`src/rtl/cfg_window_bridge.sv`:
```
module cfg_window_bridge #(
  parameter int AW = 8,
  parameter logic [AW-1:0] SEL_OFS = 8'h28,
  parameter logic [AW-1:0] WIN_OFS = 8'h2C
) (
  input  logic          clk,
  input  logic          rst_n,
  input  logic          h_valid,
  input  logic          h_write,
  input  logic [AW-1:0] h_addr,
  input  logic [1:0]    h_size,
  input  logic [31:0]   h_wdata,
  output logic          h_ready,
  output logic [31:0]   h_rdata,
  output logic          cfg_req,
  output logic          cfg_we,
  output logic [7:0]    cfg_bus,
  output logic [4:0]    cfg_dev,
  output logic [2:0]    cfg_fn,
  output logic [5:0]    cfg_reg,
  output logic [3:0]    cfg_be,
  output logic [31:0]   cfg_wdata,
  input  logic          cfg_ack,
  input  logic [31:0]   cfg_rdata
);
  localparam logic [31:0] SEL_KEEP = 32'h80FF_FFFC;
  localparam int EN_BIT = 31;

  typedef enum logic [1:0] {S_IDLE, S_WAIT, S_DONE} st_t;
  st_t st;

  logic [31:0] sel_q, rd_q, lane_mask;
  logic [3:0]  be;
  logic        size_ok, hit_sel, hit_win, idle, launch;
  logic [1:0]  lane;

  assign lane    = h_addr[1:0];
  assign hit_sel = h_addr[AW-1:2] == SEL_OFS[AW-1:2];
  assign hit_win = h_addr[AW-1:2] == WIN_OFS[AW-1:2];
  assign idle    = st == S_IDLE;

  always_comb begin
    be = 4'b0000;
    size_ok = 1'b0;
    case (h_size)
      2'd0: begin be = 4'b0001 << lane; size_ok = 1'b1; end
      2'd1: begin be = lane[1] ? 4'b1100 : 4'b0011; size_ok = !lane[0]; end
      2'd2: begin be = 4'b1111; size_ok = lane == 2'd0; end
      default: begin be = 4'b0000; size_ok = 1'b0; end
    endcase
  end

  always_comb
    for (int i = 0; i < 4; i++) lane_mask[i*8 +: 8] = {8{be[i]}};

  assign launch  = idle && h_valid && hit_win && sel_q[EN_BIT] && (!h_write || size_ok);
  assign h_ready = (idle && h_valid && !launch) || st == S_DONE;

  always_comb begin
    if (st == S_DONE) h_rdata = rd_q;
    else if (hit_sel) h_rdata = sel_q;
    else if (hit_win) h_rdata = 32'hFFFF_FFFF;
    else              h_rdata = 32'h0;
  end

  always_ff @(posedge clk or negedge rst_n)
    if (!rst_n) sel_q <= 32'h0;
    else if (idle && h_valid && h_write && hit_sel && size_ok)
      sel_q <= ((sel_q & ~lane_mask) | (h_wdata & lane_mask)) & SEL_KEEP;

  always_ff @(posedge clk or negedge rst_n)
    if (!rst_n) begin
      st <= S_IDLE;
      cfg_req <= 1'b0;
      cfg_we <= 1'b0;
      cfg_be <= 4'b0;
      cfg_wdata <= 32'h0;
      rd_q <= 32'h0;
    end else begin
      case (st)
        S_IDLE: if (launch) begin
          st <= S_WAIT;
          cfg_req <= 1'b1;
          cfg_we <= h_write;
          cfg_be <= h_write ? be : 4'b1111;
          cfg_wdata <= h_wdata;
        end
        S_WAIT: if (cfg_ack) begin
          st <= S_DONE;
          cfg_req <= 1'b0;
          rd_q <= cfg_rdata;
        end
        default: st <= S_IDLE;
      endcase
    end

  assign cfg_bus = sel_q[23:16];
  assign cfg_dev = sel_q[15:11];
  assign cfg_fn  = sel_q[10:8];
  assign cfg_reg = sel_q[7:2];
endmodule

```
`config.mk`:
```
export PLATFORM = sky130hd
export DESIGN_NAME = cfg_window_bridge
export DESIGN_NICKNAME = d
export VERILOG_FILES = /design/src/rtl/cfg_window_bridge.sv
export SDC_FILE = /design/constraint.sdc
export NUM_CORES = 1
export LEC_CHECK = 0
export BUFFER_PORTS_ARGS = -buffer_cell sky130_fd_sc_hd__buf_4
export CORE_UTILIZATION = 35
export CTS_CLUSTER_DIAMETER = 80
export DETAILED_ROUTE_END_ITERATION = 10
export PLACE_DENSITY_LB_ADDON = 0.05
export SYNTH_ARGS = -nofsm -noshare
export SYNTH_HDL_FRONTEND = slang
export SYNTH_SLANG_ARGS = --single-unit
```
`constraint.sdc`:
```
create_clock -name clk -period 2 [get_ports clk]
set_input_delay 0.2 -clock clk [delete_from_list [all_inputs] [get_ports clk]]
set_output_delay 0.2 -clock clk [all_outputs]
set_load 0.01 [all_outputs]
```
# == After elaboration in Yosys (flattened, before gate mapping) ==
# Cells that the tools add are included.
# word_totals
ff_bits,95
input_bits,79
elab_cells,54
# classes
eq_ne,8
n_shift,1
mux,13
bitwise_logic,4
reduce_logical,21
# op_table
cell,count
32-bit 2-to-1 mux,3
32-bit bitwise AND,2
32-bit inverter,1
32-bit OR,1
"6-bit by 4-bit equality test with 1-bit output, second input constant",2
4-bit case mux with 3 select lines,1
1-bit logical AND,8
4-bit 2-to-1 mux,2
2-bit logical NOT,3
2-bit AND reduction,3
"2-bit by 1-bit equality test with 1-bit output, second input constant",2
"2-bit equality test, second input constant",2
2-bit 2-to-1 mux,2
2-bit case mux with 2 select lines,1
"1-bit by 2-bit left shift with 4-bit output, first input constant",1
1-bit logical NOT,3
1-bit case mux with 3 select lines,1
3-bit AND reduction,1
1-bit logical OR,2
1-bit 2-to-1 mux,2
"2-bit by 1-bit inequality test with 1-bit output, second input constant",1
"2-bit inequality test, second input constant",1
1-bit case mux with 2 select lines,1
2-bit nonzero test,1

# == Logic depth before layout (Yosys ltp) ==
# Gate-level depths: netlist of the first run.
# logic_depth
depth_word,8
depth_mapped,6
depth_no_buf,4

# == Least setup slack after synthesis of the first run ==
# Ideal clock, no wire load.
# synth_timing
path_kind,flip-flop to flip-flop
start,register st[1]
end,register (tool-made name)
setup_time_ns,0.125
arrival_time_ns,1.609
t_required_ns,1.875
setup_slack_ns,0.265
path_stages_with_launch,6
path_buffers,1
cell_sequence,dfrtp_1 nor3b_2 nand4_2 or4_4 buf_6 mux2_4
# synth_rtl
element,line,source
"start, declared",30,st_t st;
"start signal, assigned",73,st <= S_IDLE;
"start signal, assigned",82,st <= S_WAIT;
"start signal, assigned",89,st <= S_DONE;

# == Final worst setup path of the first run ==
# layout_timing
start,register st[1]
end,output port h_ready
# layout_between
elab_chain_cells,8
word_cells_on_any_way,9
classes_between,eq/ne: 1; reduce/logical: 8
# layout_rtl
element,line,source
2-bit logical NOT,40,assign idle = st == S_IDLE;
1-bit logical AND,"56, 57",
1-bit logical AND (3 in a row),56,assign launch = idle && h_valid && hit_win && sel_q[EN_BIT] && (!h_write || size_ok);
1-bit logical NOT,57,assign h_ready = (idle && h_valid && !launch) || st == S_DONE;
1-bit logical AND,57,
1-bit logical OR (*),57,
"end, declared",13,"output logic h_ready,"
# Mark *: on every way between the ends. The rest lies on a longest branch, timed or not.

==> results.py, run 1 <==
metrics = {
    "critical_path": {
        "worstRegToRegCells": 5,
        "critPathTopFamily": "compound AO/OA/AOI/OAI gates",
        "critPathArrivalTime_ns": 1.71,
        "cp.required_ns": 1.80,
        "crit_slowest_cell": "dfrtp_1",
        "cp-end-kind": "output port",
        "cp_max_fo": 4,
        "crit_type": "flop to output port",
        "r2r_start": "st[1]$_DFFE_PN0P_",
        "reg2reg_setup_slack_ns": 0.09,
        "cp_cell_sequence": "nor3b_2 -> nand2_1 -> a211o_4 -> a31o_2 -> buf_4",
        "cpPeakStageDelay_ns": 0.41,
        "crit_buf_inv": 1,
        "cp-start-kind": "flop",
    },
    "sta": {
        "slew_headroom": 0.696,
        "final-max-slew-violation-count": 0,
        "hold_viol_final": 0,
        "max_freq_mhz": 523,
        "report.final.setup_viol": 0,
        "post-route-min-period_ns": 1.91,
        "finalClockSkew_ns": 0.00578,
        "hold_ws_ns": 0.0417,
        "worst_pin_slew_ns": 0.456,
        "min_period_over_period": 0.957,
    },
    "outcome": {
        "status": "complete, no violations",
    },
    "layout": {
        "multi_input_area_um2": 1720,
        "seqCellArea_um2": 2380,
        "insertedDiodeCount": 0,
        "fillerInstances": 1141,
        "final_common_cell": "buf_4",
        "final_cell_mix": "buf_4 (188), nand2_1 (121), dfrtp_1 (95)",
        "fin_util": 0.508,
        "drive_above_1_share": 0.478,
        "nets": 649,
        "area_delta_synth_final_pct": 40.3,
    },
    "clocking": {
        "clock_latency_ns": 0.35,
        "clock_tree.buffer_depth": 2,
        "htreeDepth": 3,
        "numClockSinks": 95,
        "cts_root_buf": "clkbuf_16",
        "path_clk_slew_ns": 0.07,
        "cts_buffers": 9,
        "cts_tree": "done",
    },
    "floorplan": {
        "start_util": 0.362,
        "core_um2": 12100,
        "die-area_um2": 12900,
        "pin_count": 172,
        "row_count": 40,
        "dieWidth_um": 114,
        "fp.dieH_um": 114,
    },
    "routing": {
        "vias_per_cell": 4.66,
        "dr.pass1.iters": 4,
        "drt_iter0_drc": 137,
        "num_vias": 3465,
        "wirelength_um": 11500,
        "wl_per_cell_um": 15.5,
        "drc": 0,
        "ant_nets": 0,
    },
    "synthesis": {
        "syn_inst": 414,
        "synth_adder_area_share": 0,
        "synth_area_um2": 4360,
        "ys.flop_type": "dfrtp_1",
        "synth_edf_count": 0,
        "synth_xor_area_frac": 0,
        "synth.distinct_cells": 36,
        "syn_avg_cell_area_um2": 10.5,
        "synth_compound_area_frac": 0.0854,
        "ys_seq_elements": 95,
        "yosysSeqAreaShare": 0.545,
        "synthSimpleGateAreaFrac": 0.142,
        "synthArstFlopShare": 1.00,
        "synthMuxAreaShare": 0.162,
        "synth_top_family_by_area": "multiplexers",
        "ys_warn_count": 0,
        "syn-num-nets": 493,
    },
    "hold_path": {
        "holdCritPathClass": "input pin to flop",
        "min-delay-start": "cfg_rdata[13]",
        "hold_depth": 3,
        "whs_endpoint": "rd_q[13]$_DFFE_PN0P_",
    },
    "global_route": {
        "antenna_found_initial": 0,
        "grt_pass1_vias": 3433,
        "grt_max_degree": 37,
        "grtUsageTotal": 0.183,
        "overflow": 0,
        "grt_pass1_wl_um": 17800,
    },
    "placement": {
        "place_hpwl_um": 8190,
        "io_buffers": 171,
        "place_congestion": 0.757,
    },
    "power_and_ir_drop": {
        "power_leakage_nw": 3.38,
        "ir_drop_v": 0.000461,
        "power_density_nw_per_um2": 703,
    },
    "job": {
        "maxCapViolCount": 0,
    },
}
==> layout make-up <==
type / instances / area share
clock inverters: 5 / 0.0174
well taps: 168 / 0.0343
inverters: 4 / 0.00245
clock buffers: 11 / 0.0380
repair buffers: 191 / 0.239
flip-flops and latches: 95 / 0.388
multi-input cells: 269 / 0.281
==> logic make-up (layout without fill, tap and decap cells) <==
group | Yosys count | count (layout)
AOI/OAI and AO/OA | 66 | 66
buffers and inverters | 50 | 211
DFF | 95 | 95
muxes | 61 | 61
and+or+nand+nor | 142 | 142
==> timing repair <==
item | 4_1_cts | 5_1_grt
endpoints found under the hold margin | 27 | 0
setup buffers | 1 | 1
resized for setup | 1 | 1
endpoints found under the setup margin | 1 | 1
hold buffers | 1 | 0
gates cloned | 0 | 0
pin swaps | 2 | 1
==> routing by layer <==
| metal | GRT usage | share of wire | vias to the layer above | wire length [µm] |
|---|---|---|---|---|
| li1 | - | - | 1675 | - |
| met1 | 0.234 | 0.45 | 1656 | 5200 |
| met2 | 0.291 | 0.47 | 121 | 5380 |
| met3 | 0.0510 | 0.065 | 13 | 753 |
| met4 | 0.0754 | 0.017 | 0 | 192 |
| met5 | 0 | 0 | - | 0 |
==> worst reg2reg max path, stage by stage (launching register included) <==
cell	delay, ns
dfrtp_1	0.41
nor3b_2	0.21
buf_4	0.14
nand4_2	0.16
or4_4	0.54
mux2_4	0.33
==> metrics by stage <==
stage	setup TNS [ns]	instance area, µm²	total power [mW]	cells	setup slack [ns]
2_1_floorplan	0	4360	2.16	414	0.265
3_3_place_gp	0	5750	2.38	724	0.145
3_5_place_dp	0	5750	2.39	724	0.125
4_1_cts	0	6110	4.36	742	0.0549
5_1_grt	-0.0144	6120	4.48	743	-0.0144
6_report	0	6120	4.31	743	0.0867
==> worst max path at each step <==
stage                 startpoint  slack, ns  cells past startpoint      end
6_report       st[1]$_DFFE_PN0P_       0.09                      5  h_ready
5_1_grt        st[1]$_DFFE_PN0P_      -0.01                      5  h_ready
4_1_cts        st[0]$_DFFE_PN0P_       0.05                      5  h_ready
3_5_place_dp           h_addr[7]       0.12                      5     flop
3_3_place_gp           h_addr[7]       0.14                      5     flop
2_1_floorplan  st[1]$_DFFE_PN0P_       0.27                      5     flop
==> synth_stat cells, types with 2 or more instances <==
| cell type | number | area share |
|---|---|---|
| o21ai_0 | 25 | 0.029 |
| a21oi_1 | 26 | 0.030 |
| nand2_1 | 121 | 0.10 |
| mux2_2 | 54 | 0.14 |
| a21o_1 | 9 | 0.015 |
| nand2b_1 | 2 | 0.0029 |
| o31a_1 | 2 | 0.0040 |
| nor3_1 | 2 | 0.0023 |
| nor2_1 | 4 | 0.0034 |
| dfrtp_1 | 95 | 0.54 |
| buf_4 | 22 | 0.038 |
| mux2_4 | 6 | 0.021 |
| clkbuf_1 | 17 | 0.015 |
| buf_2 | 5 | 0.0057 |
| inv_1 | 3 | 0.0026 |
==> power by group <==
part	switching (mW)	total [mW]	internal (mW)
clock	0.732	1.96	1.23
sequential	0.0375	2.02	1.99
combinational	0.148	0.326	0.178
total	0.917	4.31	3.39
Power figures use the tool's default switching activity.
==> run 2, diff against run 1 <==
--- a/config.mk
+++ b/config.mk
@@ -9,6 +9,7 @@
 export CORE_UTILIZATION = 35
 export CTS_CLUSTER_DIAMETER = 80
 export DETAILED_ROUTE_END_ITERATION = 10
+export HOLD_SLACK_MARGIN = 0.15
 export PLACE_DENSITY_LB_ADDON = 0.05
 export SYNTH_ARGS = -nofsm -noshare
 export SYNTH_HDL_FRONTEND = slang
==> run 2 against run 1 <==
Non-clock buffer count increased by 65. Largest power group unchanged. Clock power hardly changed. Clock skew decreased by 0.00076 ns. Critical endpoint unchanged.
==> results.py, run 2 (synthesized netlist as in run 1, its figures left out) <==
metrics = {
    "routing": {
        "drc": 0,
        "wirelength_um": 12000,
        "ant_nets": 0,
        "wl_per_cell_um": 14.8,
        "drt_iter0_drc": 160,
        "num_vias": 3720,
        "dr.pass1.iters": 4,
        "vias_per_cell": 4.60,
    },
    "sta": {
        "report.final.setup_viol": 0,
        "min_period_over_period": 0.953,
        "finalClockSkew_ns": 0.00501,
        "slew_headroom": 0.693,
        "setup_ws_ns": 0.0935,
        "max_freq_mhz": 525,
        "post-route-min-period_ns": 1.91,
        "hold_viol_final": 0,
        "final-max-slew-violation-count": 0,
        "worst_pin_slew_ns": 0.460,
    },
    "global_route": {
        "grtUsageMet3": 0.0452,
        "grt_max_degree": 37,
        "busiest_layer": "met2",
        "overflow": 0,
        "met2_usage": 0.316,
        "grt_pass1_wl_um": 19000,
        "grtUsageTotal": 0.192,
        "antenna_found_initial": 0,
        "grtUsageMet1": 0.245,
        "grt_pass1_vias": 3780,
    },
    "clocking": {
        "htreeDepth": 3,
        "numClockSinks": 95,
        "cts_tree": "done",
        "path_clk_slew_ns": 0.06,
        "clock_tree.buffer_depth": 2,
        "cts_buffers": 9,
        "clock_latency_ns": 0.34,
        "cts_root_buf": "clkbuf_16",
    },
    "outcome": {
        "status": "complete, no violations",
    },
    "power_and_ir_drop": {
        "power_mw": 4.41,
        "power_density_nw_per_um2": 650,
        "ir_drop_v": 0.000469,
        "power_leakage_nw": 3.65,
    },
    "critical_path": {
        "cp_cell_sequence": "nor3b_2 -> nand2_1 -> a211o_4 -> a31o_2 -> buf_4",
        "cp_max_fo": 4,
        "cpPeakStageDelay_ns": 0.41,
        "cp.required_ns": 1.80,
        "critPathArrivalTime_ns": 1.71,
        "crit_type": "flop to output port",
        "cp-start-kind": "flop",
        "crit_slowest_cell": "dfrtp_1",
        "cp-end-kind": "output port",
    },
    "layout": {
        "area_delta_synth_final_pct": 55.2,
        "fillerInstances": 1080,
        "stdcell_area_um2": 6780,
        "fin_cells": 808,
        "final_common_cell": "buf_4",
        "seqCellArea_um2": 2380,
        "multi_input_area_um2": 1720,
        "insertedDiodeCount": 0,
        "final_cell_mix": "buf_4 (188), nand2_1 (121), dfrtp_1 (95)",
        "drive_above_1_share": 0.430,
        "nets": 714,
    },
    "placement": {
        "place_congestion": 0.757,
        "io_buffers": 171,
        "pre_cts_ws_ns": 0.125,
        "post_dp_cell_area_um2": 5750,
        "place_hpwl_um": 8190,
        "dp.cells": 724,
    },
    "floorplan": {
        "pin_count": 172,
        "row_count": 40,
        "fp.dieH_um": 114,
        "die-area_um2": 12900,
        "dieWidth_um": 114,
        "core_um2": 12100,
        "start_util": 0.362,
    },
    "hold_path": {
        "holdCritPathClass": "input pin to flop",
    },
    "job": {
        "maxCapViolCount": 0,
    },
}
run 2: cell types whose count changed in the layout (fill, tap and decap cells not counted):
cell / change
dlygate4sd3_1: +65
run 2: power by group:
group / switching, mW / internal (mW) / total, mW
logic: 0.169 / 0.260 / 0.430
clock network: 0.727 / 1.23 / 1.95
registers: 0.0375 / 1.99 / 2.02
total: 0.934 / 3.47 / 4.41
run 2: final timing paths:
| kind | startpoint | end | slack [ns] | depth (start not counted) |
|---|---|---|---|---|
| max | st[1]$_DFFE_PN0P_ | h_ready | 0.09 | 5 |
| min in group asynchronous | rst_n | cfg_wdata[5]$_DFFE_PN0P_ | 0.35 | 2 |
| min | h_write | cfg_we$_DFFE_PN0P_ | 0.18 | 2 |
| max reg2reg | st[1]$_DFFE_PN0P_ | flop | 0.10 | 5 |
| min reg2reg | rd_q[23]$_DFFE_PN0P_ | rd_q[23]$_DFFE_PN0P_ | 0.48 | 2 |
| max in group asynchronous | rst_n | cfg_be[3]$_DFFE_PN0P_ | 1.04 | 3 |
run 2: per-stage QoR:
stage	TNS [ns]	utilization	hold WS, ns
6_report	0	0.562	0.180
3_3_place_gp	0	0.477	0.183
4_1_cts	0	0.561	0.161
2_1_floorplan	0	-	-0.0956
5_1_grt	-0.0145	0.562	0.183
3_5_place_dp	0	0.477	0.182
run 2: layout make-up:
| class | instances | area share |
|---|---|---|
| Timing Repair Buffer | 256 | 0.312 |
| Inverter | 4 | 0.00222 |
| Clock buffer | 11 | 0.0343 |
| Tap cell | 168 | 0.0310 |
| Sequential cell | 95 | 0.351 |
| Multi-Input combinational cell | 269 | 0.254 |
| Clock inverter | 5 | 0.0157 |
run 2: layer usage:
metal | routed length (µm) | part of all wire | vias to the layer above
met4 | 150 | 0.013 | 0
met2 | 5760 | 0.48 | 123
met3 | 653 | 0.054 | 12
met1 | 5430 | 0.45 | 1782
met5 | 0 | 0 | -
li1 | - | - | 1803
run 2: what timing repair did:
action,CTS,global route
endpoints found under the setup margin,1,1
gates cloned,0,0
hold buffers,66,0
gates resized for setup,1,1
pin swaps,2,1
buffers inserted,1,1
endpoints found under the hold margin,115,0
run 2: critical path, delay by kind of cell, from the launching register on:
| kind | cells | cell delay [ns] |
|---|---|---|
| AO/OA/AOI/OAI | 2 | 0.51 |
| buffers and inverters | 1 | 0.14 |
| flip-flops | 1 | 0.41 |
| AND/OR/NAND/NOR | 2 | 0.29 |
==> run 3, diff against run 2 <==
--- a/config.mk
+++ b/config.mk
@@ -6,11 +6,11 @@
 export NUM_CORES = 1
 export LEC_CHECK = 0
 export BUFFER_PORTS_ARGS = -buffer_cell sky130_fd_sc_hd__buf_4
+export CAP_MARGIN = 10
 export CORE_UTILIZATION = 35
 export CTS_CLUSTER_DIAMETER = 80
 export DETAILED_ROUTE_END_ITERATION = 10
 export HOLD_SLACK_MARGIN = 0.15
-export PLACE_DENSITY_LB_ADDON = 0.05
 export SYNTH_ARGS = -nofsm -noshare
 export SYNTH_HDL_FRONTEND = slang
 export SYNTH_SLANG_ARGS = --single-unit
==> run 3 against run 2 <==
Core utilization decreased by 0.39 points. Critical path depth unchanged. Combinational power about the same. Critical endpoint unchanged. First-iteration DRC count decreased by 11%. Power decreased by 5.8%. Clock power decreased by 13%.
==> results.py, run 3 (synthesized netlist as in run 1, its figures left out) <==
metrics = {
    "placement": {
        "place_congestion": 0.783,
        "place_hpwl_um": 8060,
        "io_buffers": 171,
        "pre_cts_ws_ns": 0.125,
    },
    "power_and_ir_drop": {
        "p_int_mw": 3.24,
        "sw_frac_of_total": 0.218,
        "power_density_nw_per_um2": 617,
        "p_comb_frac": 0.104,
        "clkPwrFrac": 0.409,
        "power_mw": 4.15,
        "seqPwrFrac": 0.488,
        "ir_drop_v": 0.000385,
        "switchingPower_uw": 906,
        "power_leakage_nw": 3.62,
    },
    "global_route": {
        "grt_max_degree": 45,
        "antenna_found_initial": 0,
        "grt_pass1_wl_um": 19300,
        "overflow": 0,
        "grtUsageTotal": 0.196,
        "grt_pass1_vias": 3832,
    },
    "routing": {
        "drt_iter0_drc": 142,
        "wl_per_cell_um": 15.3,
        "drc": 0,
        "num_vias": 3707,
        "vias_per_cell": 4.60,
        "dr.pass1.iters": 4,
        "wirelength_um": 12300,
        "ant_nets": 0,
    },
    "sta": {
        "slew_headroom": 0.678,
        "max_freq_mhz": 519,
        "report.final.setup_viol": 0,
        "final-max-slew-violation-count": 0,
        "finalClockSkew_ns": 0.00790,
        "setup_ws_ns": 0.0732,
        "post-route-min-period_ns": 1.93,
        "hold_viol_final": 0,
        "min_period_over_period": 0.963,
        "worst_pin_slew_ns": 0.483,
    },
    "layout": {
        "area_delta_synth_final_pct": 54.2,
        "fillerInstances": 1039,
        "nets": 711,
        "insertedDiodeCount": 0,
        "final_common_cell": "buf_4",
        "drive_above_1_share": 0.429,
        "final_cell_mix": "buf_4 (182), nand2_1 (121), dfrtp_1 (94)",
        "fin_util": 0.558,
    },
    "hold_path": {
        "holdCritPathClass": "input pin to flop",
    },
    "critical_path": {
        "critPathArrivalTime_ns": 1.73,
        "cp-end-kind": "output port",
        "crit_type": "flop to output port",
        "cp-start-kind": "flop",
        "cp_max_fo": 4,
        "cp.required_ns": 1.80,
    },
    "floorplan": {
        "die-area_um2": 12900,
        "fp.dieH_um": 114,
        "pin_count": 172,
        "row_count": 40,
        "dieWidth_um": 114,
        "core_um2": 12100,
        "start_util": 0.362,
    },
    "job": {
        "maxCapViolCount": 0,
    },
    "clocking": {
        "numClockSinks": 95,
        "cts_buffers": 9,
        "clock_tree.buffer_depth": 2,
        "cts_tree": "done",
        "htreeDepth": 3,
        "clock_latency_ns": 0.34,
        "path_clk_slew_ns": 0.07,
        "cts_root_buf": "clkbuf_16",
    },
    "outcome": {
        "status": "complete, no violations",
    },
}
run 3: cell types whose count changed in the layout (fill, tap and decap cells not counted), moves of 2 or more:
cell | before | now
buf_4 | 188 | 182
clkinv_2 | 0 | 3
buf_12 | 2 | 4
bufinv_16 | 3 | 1
run 3: repair_timing:
action / 4_1_cts / 5_1_grt
gates resized for setup: 1 / 2
pin swaps: 1 / 4
endpoints found under the hold margin: 121 / 0
hold buffers: 66 / 0
setup buffers: 1 / 2
endpoints found under the setup margin: 1 / 9
run 3: worst max-delay path, cell delays in order, from the launching register on:
cell	delay, ns
dfrtp_1	0.41
nor3b_2	0.22
nand2_1	0.09
a211o_2	0.30
a31o_2	0.25
buf_6	0.12
run 3: final timing paths:
kind / from / to / slack, ns / depth (start not counted)
setup reg to reg: st[1]$_DFFE_PN0P_ / flop / 0.10 / 5
hold reg to reg: rd_q[11]$_DFFE_PN0P_ / rd_q[11]$_DFFE_PN0P_ / 0.48 / 2
max in group asynchronous: rst_n / st[0]$_DFFE_PN0P_ / 0.97 / 3
setup / recovery: st[1]$_DFFE_PN0P_ / h_ready / 0.07 / 5
hold / removal: h_write / cfg_we$_DFFE_PN0P_ / 0.18 / 2
min in group asynchronous: rst_n / cfg_wdata[15]$_DFFE_PN0P_ / 0.37 / 2
run 3: power by group through the flow:
stage          Sequential, mW  Combinational (mW)  Clock, mW
5_1_grt                  2.03               0.474       1.82
6_report                 2.02               0.430       1.70
4_1_cts                  2.02               0.432       1.76
3_5_place_dp             2.06               0.324          0
2_1_floorplan            2.05               0.108          0
3_3_place_gp             2.06               0.319          0
run 3: stage by stage:
step | hold WS, ns | cells | setup TNS, ns | instance area, µm²
final | 0.181 | 805 | 0 | 6730
after global routing | 0.164 | 805 | -0.0364 | 6730
after CTS | 0.156 | 803 | 0 | 6710
after detailed placement | 0.194 | 720 | 0 | 5750
after global placement | 0.184 | 720 | 0 | 5750
after floorplan | -0.0956 | 414 | 0 | 4360
run 3: cell type report:
cell class	count	area, µm²	share of cell area
sequential	95	2380	0.354
timing repair buffer	253	2120	0.315
multi-input combinational	269	1710	0.255
clock buffer	12	246	0.0366
tap	168	210	0.0312
clock inverter	4	45.0	0.00670
inverter	4	15.0	0.00223
run 3: routing by layer:
metal  share of wire  vias to the layer above  GRT usage
met5               0                        -          0
met4           0.022                        0     0.0833
met3           0.047                       18     0.0340
met2            0.51                      118      0.339
met1            0.42                     1776      0.240
li1                -                     1795          -
